===== src/rtl/pin_mux.sv =====
module pin_mux (
  input  logic [1:0] pkg_sel,
  input  logic [2:0] gp_data,
  input  logic [2:0] gp_dir,
  input  logic       spi_ss_en,
  input  logic       spi_ss_out,
  input  logic       spi_ss_oe,
  input  logic       spi_sck_en,
  input  logic       spi_sck_out,
  input  logic       spi_sck_oe,
  input  logic       spi_mosi_en,
  input  logic       spi_mosi_out,
  input  logic       spi_mosi_oe,
  input  logic       uart_tx_en,
  input  logic       uart_tx_out,
  input  logic       uart_tx_oe,
  input  logic       pwm3_en,
  input  logic       pwm3_out,
  input  logic       pwm5_en,
  input  logic       pwm5_out,
  input  logic       bclk_en,
  input  logic       bclk_out,
  input  logic       pclk_en,
  input  logic       pclk_out,
  input  logic       tim2_oc_en,
  input  logic       tim2_out,
  input  logic       tim3_oc_en,
  input  logic       tim3_out,
  input  logic       tim4_oc_en,
  input  logic       tim4_out,
  input  logic       tim5_oc_en,
  input  logic       tim5_out,
  input  logic       cmp_link_en,
  input  logic       cmp_out,
  input  logic [2:0] pad_in,
  output logic [2:0] pad_out,
  output logic [2:0] pad_oe,
  output logic       spi_ss_in,
  output logic       spi_sck_in,
  output logic       spi_mosi_in,
  output logic       adc_trig,
  output logic       tim2_in,
  output logic       tim3_in,
  output logic       tim4_in,
  output logic       tim5_in
);
  localparam logic [1:0] PKG20 = 2'd0;
  localparam logic [1:0] PKG32 = 2'd1;
  localparam logic [1:0] PKG100 = 2'd3;

  logic is20, is32, has_bclk;
  assign is20     = (pkg_sel == PKG20);
  assign is32     = (pkg_sel == PKG32);
  assign has_bclk = (pkg_sel != PKG100);

  // pad 2
  always_comb begin
    if (spi_ss_en) begin
      pad_out[2] = spi_ss_out;  pad_oe[2] = spi_ss_oe;
    end else if (is20 && uart_tx_en) begin
      pad_out[2] = uart_tx_out; pad_oe[2] = uart_tx_oe;
    end else if (is20 && pwm3_en) begin
      pad_out[2] = pwm3_out;    pad_oe[2] = 1'b1;
    end else if (is32 && pwm5_en) begin
      pad_out[2] = pwm5_out;    pad_oe[2] = 1'b1;
    end else if (has_bclk && bclk_en) begin
      pad_out[2] = bclk_out;    pad_oe[2] = 1'b1;
    end else if (pclk_en) begin
      pad_out[2] = pclk_out;    pad_oe[2] = 1'b1;
    end else begin
      pad_out[2] = gp_data[2];  pad_oe[2] = gp_dir[2];
    end
  end

  // pad 1
  always_comb begin
    if (spi_sck_en) begin
      pad_out[1] = spi_sck_out; pad_oe[1] = spi_sck_oe;
    end else if (is20 && tim3_oc_en) begin
      pad_out[1] = tim3_out;    pad_oe[1] = 1'b1;
    end else if (is32 && tim5_oc_en) begin
      pad_out[1] = tim5_out;    pad_oe[1] = 1'b1;
    end else begin
      pad_out[1] = gp_data[1];  pad_oe[1] = gp_dir[1];
    end
  end

  // pad 0
  always_comb begin
    if (spi_mosi_en) begin
      pad_out[0] = spi_mosi_out; pad_oe[0] = spi_mosi_oe;
    end else if (is20 && tim2_oc_en) begin
      pad_out[0] = tim2_out;     pad_oe[0] = 1'b1;
    end else if (is32 && tim4_oc_en) begin
      pad_out[0] = tim4_out;     pad_oe[0] = 1'b1;
    end else begin
      pad_out[0] = gp_data[0];   pad_oe[0] = gp_dir[0];
    end
  end

  assign spi_ss_in   = pad_in[2];
  assign spi_sck_in  = pad_in[1];
  assign spi_mosi_in = pad_in[0];
  assign adc_trig    = is20 & pwm3_en & pad_in[2];
  assign tim3_in     = is20 & pad_in[1];
  assign tim2_in     = is20 & pad_in[0];
  assign tim4_in     = is32 & pad_in[0];
  assign tim5_in     = is32 & (cmp_link_en ? cmp_out : pad_in[1]);
endmodule


===== config.mk =====
export PLATFORM = sky130hd
export DESIGN_NAME = pin_mux
export DESIGN_NICKNAME = d
export VERILOG_FILES = /design/src/rtl/pin_mux.sv
export SDC_FILE = /design/constraint.sdc
export NUM_CORES = 1
export LEC_CHECK = 0
export BUFFER_PORTS_ARGS = -buffer_cell sky130_fd_sc_hd__buf_4
export CAP_MARGIN = 15
export CORE_AREA = 2 2 41 43
export DETAILED_ROUTE_END_ITERATION = 16
export DIE_AREA = 0 0 43 45
export MAX_ROUTING_LAYER = met4
export PLACE_DENSITY = 0.76
export SYNTH_ARGS = -nofsm -noshare
export SYNTH_HDL_FRONTEND = slang
export SYNTH_SLANG_ARGS = --single-unit

===== constraint.sdc =====
create_clock -name vclk -period 0.8
set_input_delay 0.04 -clock vclk [all_inputs]
set_output_delay 0.04 -clock vclk [all_outputs]
set_load 0.02 [all_outputs]

-- Word level (Yosys, flattened, before mapping)
Index checks and enable logic that the tools add are counted.
- reductions and logical operators: 9
- bitwise logic cells: 6
- eq/ne operators: 2
- multiplexer cells: 25
- operators by type and width (kind ; number):
    $mux W1 ; 25
    $logic_and A1 B1 Y1 ; 8
    $and A1 B1 Y1 ; 6
    $eq A2 B1 Y1 const B ; 1
    $logic_not A2 Y1 ; 1
    $ne A2 B2 Y1 const B ; 1
- logic and storage cells: 42
- register bits: 0
- output and inout port bits: 14

-- Longest topological paths before layout
Gate-level depths: netlist (run 1).
- depth after elaboration: 7
- gate-level depth with buffers: 5

-- Worst setup path after synthesis (run 1)
No wires, ideal clock.
- path kind: input to output
- start point: input pkg_sel[1]
- end point: output pad_out[2]
- setup slack: -0.302 ns
- stages: 5
- path buffers: 1
- data arrival time: 1.062 ns
- cell sequence: buf_6 -> nor2_4 -> a31oi_1 -> a32o_1 -> a31oi_1
- longest elaborated chain between the ends: 7
- elaborated cells between the ends (all ways): 12
- classes of those cells: eq/ne (2); mux (5); reduce/logical (5)
- RTL lines (what ; RTL line ; text):
    start, declared ; 2 ; input logic [1:0] pkg_sel,
    $ne A2 B2 Y1 ; 54 ; assign has_bclk = (pkg_sel != PKG100);
    $logic_and A1 B1 Y1 ; 66 ; end else if (has_bclk && bclk_en) begin
    $mux W1 ; 66 ;
    $mux W1 ; 64 ; end else if (is32 && pwm5_en) begin
    $mux W1 ; 62 ; end else if (is20 && pwm3_en) begin
    $mux W1 (*) ; 60 ; end else if (is20 && uart_tx_en) begin
    $mux W1 (*) ; 58 ; if (spi_ss_en) begin
    end, declared ; 36 ; output logic [2:0] pad_out,
Mark *: on every way between the ends. The rest lies on a longest branch, timed or not.

-- Worst setup path in the final report (run 1)
Same ends and word-level chain as after synthesis.

==> results of run 1 <==
[power by group]
part / internal (W) / switching, W / total (W)
combinational: 0.000350 / 0.000256 / 0.000606
sequential: 0 / 0 / 0
clock: 0 / 0 / 0
total: 0.000350 / 0.000256 / 0.000606
[logic make-up (layout without fill, tap and decap cells)]
kind of cell / count (synthesis) / count (layout) / synth area share [%]
mux: 4 / 4 / 9.851
simple gates: 27 / 27 / 35.22
buf+inv: 11 / 72 / 15.22
compound gates: 20 / 20 / 39.70
[synth_stat cells]
| cell | instances | share of area, % |
|---|---|---|
| nor2b_1 | 2 | 3.0 |
| and2_1 | 2 | 3.0 |
| nand3b_1 | 2 | 3.6 |
| nor2_4 | 1 | 2.7 |
| a31oi_1 | 2 | 3.0 |
| o311a_1 | 1 | 2.4 |
| a2111oi_4 | 1 | 6.6 |
| o221ai_2 | 1 | 3.6 |
| o21bai_1 | 1 | 1.8 |
| o21ai_0 | 4 | 4.8 |
| mux2i_1 | 3 | 7.2 |
| a21oi_1 | 4 | 4.8 |
| mux2_2 | 1 | 2.7 |
| nor2_1 | 2 | 1.8 |
| nand3_1 | 3 | 3.6 |
| a32o_1 | 1 | 2.4 |
| buf_4 | 4 | 7.2 |
| nand2_1 | 7 | 6.3 |
| nor3_1 | 2 | 2.4 |
| a311o_1 | 2 | 4.8 |
| a22o_1 | 1 | 2.1 |
| nand2b_1 | 3 | 4.5 |
| a22oi_1 | 2 | 3.6 |
| and3_1 | 3 | 4.5 |
| inv_1 | 6 | 5.4 |
| buf_6 | 1 | 2.7 |
[what timing repair did]
item,4_1_cts,5_1_grt
gates cloned,0,0
pin swaps,8,4
resized for setup,13,8
endpoints found under the setup margin,9,10
setup buffers,0,1
[metrics by stage]
| step | setup TNS [ns] | hold WS, ns |
|---|---|---|
| 2_1_floorplan | -0.1839 | 0.1567 |
| 3_3_place_gp | -1.225 | 0.2847 |
| 3_5_place_dp | -1.322 | 0.2846 |
| 4_1_cts | -0.9643 | 0.2844 |
| 5_1_grt | -1.174 | 0.2875 |
| 6_report | -0.7875 | 0.2843 |
[metal layers]
metal | global-route usage [%] | vias to the layer above | wire, µm
met4 | 0 | 0 | 0
met5 | - | - | 0
li1 | - | 351 | -
met1 | 17.11 | 304 | 636
met3 | 1.600 | 0 | 161
met2 | 33.33 | 36 | 848
[final timing paths]
path,endpoint,slack [ns],cells after the start
worst max-delay path,pad_out[2],-0.22,7
worst min-delay path,spi_ss_in,0.28,2
[cells in the final DEF, fill, tap and decap left out]
cell type and count:
buf_4 54, buf_6 10, nand2_1 7, inv_1 6
and3_1 3, mux2i_1 3, nand2b_1 3, and2_1 2
nor2_1 2, nor3_2 2, a21oi_2 2, a311o_1 2
nand3b_1 2, nand3_1 2, a22oi_2 2, o21ai_2 2
a21oi_1 2, a31oi_4 2, o21ai_0 2, buf_8 2
nor2_4 1, mux2_2 1, nor2b_1 1, nor2b_4 1
nand3_2 1, a2111oi_4 1, o221ai_2 1, o311a_4 1
a22o_1 1, o21bai_1 1, a32o_2 1
[final cells by class]
cell class,instances,area share (%)
well taps,16,1.932
multi-input cells,51,43.00
inverters,6,2.174
repair buffers,66,52.90
==> impl_results.md, run 1 <==
- Initial antenna violation count: 0
- Wire length per cell: roughly 12 µm
- Gpl congestion: between 0.7 and 0.8
- Placed cell area: roughly 940 µm²
- Total track usage: about 16%
- P&R area growth vs syn: 147.2%
- IO buf count: 55
- Via count: 691
- Status: finished, violations left
- Final wirelength: between 1.5 and 2 mm
- DIE WIDTH: ~43 µm
- Critical Path AT: around 0.98 ns
- Hold Crit Start: pad_in[2]
- Tightest Pin Transition: between 0.2 and 0.3 ns
- Final worst slack: -0.2151 ns
- Netlist cell types: 26
- Slew margin rel.: between 80% and 90%
- Mean Syn Cell Area: 6.761 µm²
- Die area: just under 0.002 mm²
- Post-Syn Area: ~420 µm²
- Vias per cell: 4.971
- Final Hold Viols: 0
- Worst path top cell family by delay: compound AO/OA/AOI/OAI gates
- Worst setup path category: in2out
- Multi-input logic area: approximately 450 µm²
- # fillers: roughly 120
- Global-route wire length before repair: ~2.4 mm
- Crit path top cell by count: nand2_1
- Max capacitance violation total: 0
- Pleak: around 0.52 nW
- CP bufs+invs: 3
- # nets final: about 170
- CP max FO: 5
- Period utilization: 126.9%
- Number of setup violations in the final report: 7
- # diodes: 0
- DP Cell Count: 138
- Sequential cell area: 0 µm²
- Share of layout cells above drive strength 1: 68.29%
- Total global routing overflow: 0
- Yosys warnings: 0
- Vias in the first global route: roughly 600
- Area of the core: around 0.0015 mm²
- Tmin final: a little over 1 ns
- Slew Limit Fails: 0
- Largest net degree at the start of global routing: 9
- Final HPWL DP: between 1 and 1.5 mm
- Setup crit start kind: input port
- Worst vdd ir: 0.3246 mV
- Total nets after synthesis: slightly above 100
- Pre-antenna DRT Iters: 4
- Power density cells: a little under 600 mW/mm²
- Clock buffers: 0
- Sequential-to-total area share from yosys stat: 0%
- RSZ-0062 raised after global routing: true
- # DRC: 0
- Setup crit end kind: output port
- Cts hold-fix bufs: 0
- Critical Path Max Stage Delay: around 0.26 ns
- Final instance area: just over 0.001 mm²
- Post-Syn Instances: 62
- FMAX: roughly 990 MHz
- Violations in the final reports: negative setup slack
- Initial drt markers: 4
- # IOs: 55
- Final core utilization: between 70% and 80%
- Crit-path cells: buf_8 -> buf_4 -> nand2_1 -> nand2_1 -> a22o_1 -> a31oi_4 -> buf_6
- Total power: around 0.00061 W
- Detail Route Antenna Nets: 0
- FF+latch count: 0
- Req. time, crit path: ~0.76 ns
- HP Class: in2out
- Crit path from: pkg_sel[1]
- Place WS: -0.2720 ns
- Die Span Y: around 45 µm
- Slowest CP cell: a22o_1
- Row count: 14
- Non-Filler Instances: 139
- Initial Util: between 20% and 30%
Note: power is estimated with default switching activity, not from simulation.
==> run 2: changes to the inputs <==
--- a/config.mk
+++ b/config.mk
@@ -12,6 +12,7 @@
 export DIE_AREA = 0 0 43 45
 export MAX_ROUTING_LAYER = met4
 export PLACE_DENSITY = 0.76
+export SETUP_SLACK_MARGIN = 0.15
 export SYNTH_ARGS = -nofsm -noshare
 export SYNTH_HDL_FRONTEND = slang
 export SYNTH_SLANG_ARGS = --single-unit
==> impl_results.md, run 2 (same netlist as run 1, synthesis figures left out) <==
- Status: finished, violations left
- Violations in the final reports: negative setup slack
- Initial Util: 28.49% (unchanged)
- RSZ-0062 raised after global routing: true
- Clock buffers: 0 (unchanged)
- Crit-path cells: buf_8 -> nor2_4 -> buf_4 -> buf_6 -> a32o_2 -> a31oi_4 -> buf_6
- DP Cell Count: 139 (+0.72%)
- Area of the core: 0.001471 mm² (unchanged)
- IO buf count: 55 (unchanged)
- Setup crit end kind: output port
- Slew margin rel.: 82.31% (-0.33 points)
- Non-Filler Instances: 142 (+2.2%)
- Internal power: 0.0003719 W (+6.3%)
- Via count: 734 (+6.2%)
- Global-route wire length before repair: 2.953 mm (+23%)
- # DRC: 0 (unchanged)
- Sequential power share: 0% (unchanged)
- Clock Power Share: 0% (unchanged)
- P&R area growth vs syn: 160.0%
- Initial antenna violation count: 0 (unchanged)
- DIE WIDTH: 43 µm (unchanged)
- Total global routing overflow: 0 (unchanged)
- Pre-antenna DRT Iters: 4 (unchanged)
- Stages on the worst setup path: 7 (unchanged)
- Worst vdd ir: 0.3260 mV (+0.44%)
- Initial drt markers: 8 (+4)
- Wire length per cell: 13.27 µm (+12%)
- Most common cell after layout, fill and taps aside: buf_4
- Slew Limit Fails: 0 (unchanged)
- CP max FO: 5 (unchanged)
- Final Hold Viols: 0 (unchanged)
- Sw Ratio: 42.20% (about the same)
- Detail Route Antenna Nets: 0 (unchanged)
- CP bufs+invs: 4 (+1)
- Pleak: 0.5489 nW (+5.2%)
- Worst path top cell family by delay: buffers and inverters
- Req. time, crit path: 0.76 ns (about the same)
- Die area: 0.001935 mm² (unchanged)
- Critical Path AT: 0.99 ns (about the same)
- Crit path top cell by count: buf_6
- Max capacitance violation total: 0 (unchanged)
- # diodes: 0 (unchanged)
- # nets final: 169 (+1.8%)
- Share of layout cells above drive strength 1: 71.43% (+3.1 points)
- HP Class: in2out
- # IOs: 55 (unchanged)
- Row count: 14 (unchanged)
- Comb power frac: 100.0% (about the same)
- Crit path from: pkg_sel[0]
- Final wirelength: 1.885 mm (+15%)
- Slowest CP cell: a32o_2
- Sequential cell area: 0 µm² (unchanged)
- Critical Path Sink: pad_out[2]
- Number of setup violations in the final report: 9 (+2)
- Most frequent cells in the layout: buf_4, buf_6, nand2_1
- # fillers: 113 (-8.9%)
- Critical Path Max Stage Delay: 0.27 ns (about the same)
- Worst setup path category: in2out
- Sw power: 0.0002715 W (+6.3%)
- Cts hold-fix bufs: 0 (unchanged)
- Power density cells: 590.4 mW/mm² (+1.0%)
- Vias in the first global route: 744 (+23%)
- Period utilization: 128.4% (+1.5 points)
- Setup crit start kind: input port
- Tmin final: 1.027 ns (+0.01206 ns)
- FMAX: 973.6 MHz (-1.2%)
- Tightest Pin Transition: 0.2654 ns (+0.004917 ns)
- Placed cell area: 955.9 µm² (+1.3%)
- FF+latch count: 0 (unchanged)
- Total track usage: 19.74% (+3.8 points)
- Largest net degree at the start of global routing: 7 (-2)
- Final HPWL DP: 1.435 mm (+8.0%)
- Final worst slack: -0.2271 ns (-0.01206 ns)
- Die Span Y: 45 µm (unchanged)
- Fin Setup TNS: -1.214 ns (-0.4264 ns)
- Final instance area: 0.001090 mm² (+5.2%)
- Vias per cell: 5.169 (+4.0%)
- Gpl congestion: 0.8349 (+4.5%)
## run 2: cell type report
type	count	area [µm²]	area share, %
Timing Repair Buffer	69	585.6	53.73
Inverter	6	22.52	2.067
Multi-Input combinational cell	51	461.7	42.36
Tap cell	16	20.02	1.837
## run 2: what timing repair did
| action | CTS | global route |
|---|---|---|
| hold endpoints to repair | 0 | 0 |
| pin swaps | 10 | 7 |
| setup endpoints to repair | 11 | 11 |
| gates cloned | 0 | 0 |
| gates resized for setup | 19 | 7 |
| setup buffers | 2 | 1 |
## run 2: power groups by stage
stage / clock network, W / registers [W] / logic, W
6_report: 0 / 0 / 0.000643
4_1_cts: 0 / 0 / 0.000617
2_1_floorplan: 0 / 0 / 0.000261
3_5_place_dp: 0 / 0 / 0.000558
5_1_grt: 0 / 0 / 0.000686
3_3_place_gp: 0 / 0 / 0.000545
## run 2: how the worst min path moves through the flow
stage	startpoint	end	cells past startpoint
floorplan	spi_mosi_en	pad_oe[0]	1
global placement	pad_in[2]	spi_ss_in	2
detailed placement	pad_in[2]	spi_ss_in	2
CTS	pad_in[1]	spi_sck_in	2
global route	pad_in[1]	spi_sck_in	2
finish	pad_in[1]	spi_sck_in	2
## run 2: layer usage
layer	global-route usage, %	wire (µm)	share of wire (%)	vias up
met5	-	0	0	-
met4	7.273	57	3.0	0
met3	4.400	213	11	6
met2	39.39	988	52	45
met1	18.31	626	33	326
li1	-	-	-	357
## run 2: metrics by stage
stage	setup WS, ns	hold slack, ns	utilization (%)	total power, W
floorplan	-0.1812	0.1567	-	0.0002607
global placement	-0.2677	0.2844	64.97	0.0005449
detailed placement	-0.2925	0.2858	64.97	0.0005581
CTS	-0.2188	0.2797	71.34	0.0006167
global route	-0.2534	0.2858	74.06	0.0006857
finish	-0.2271	0.2803	74.06	0.0006435
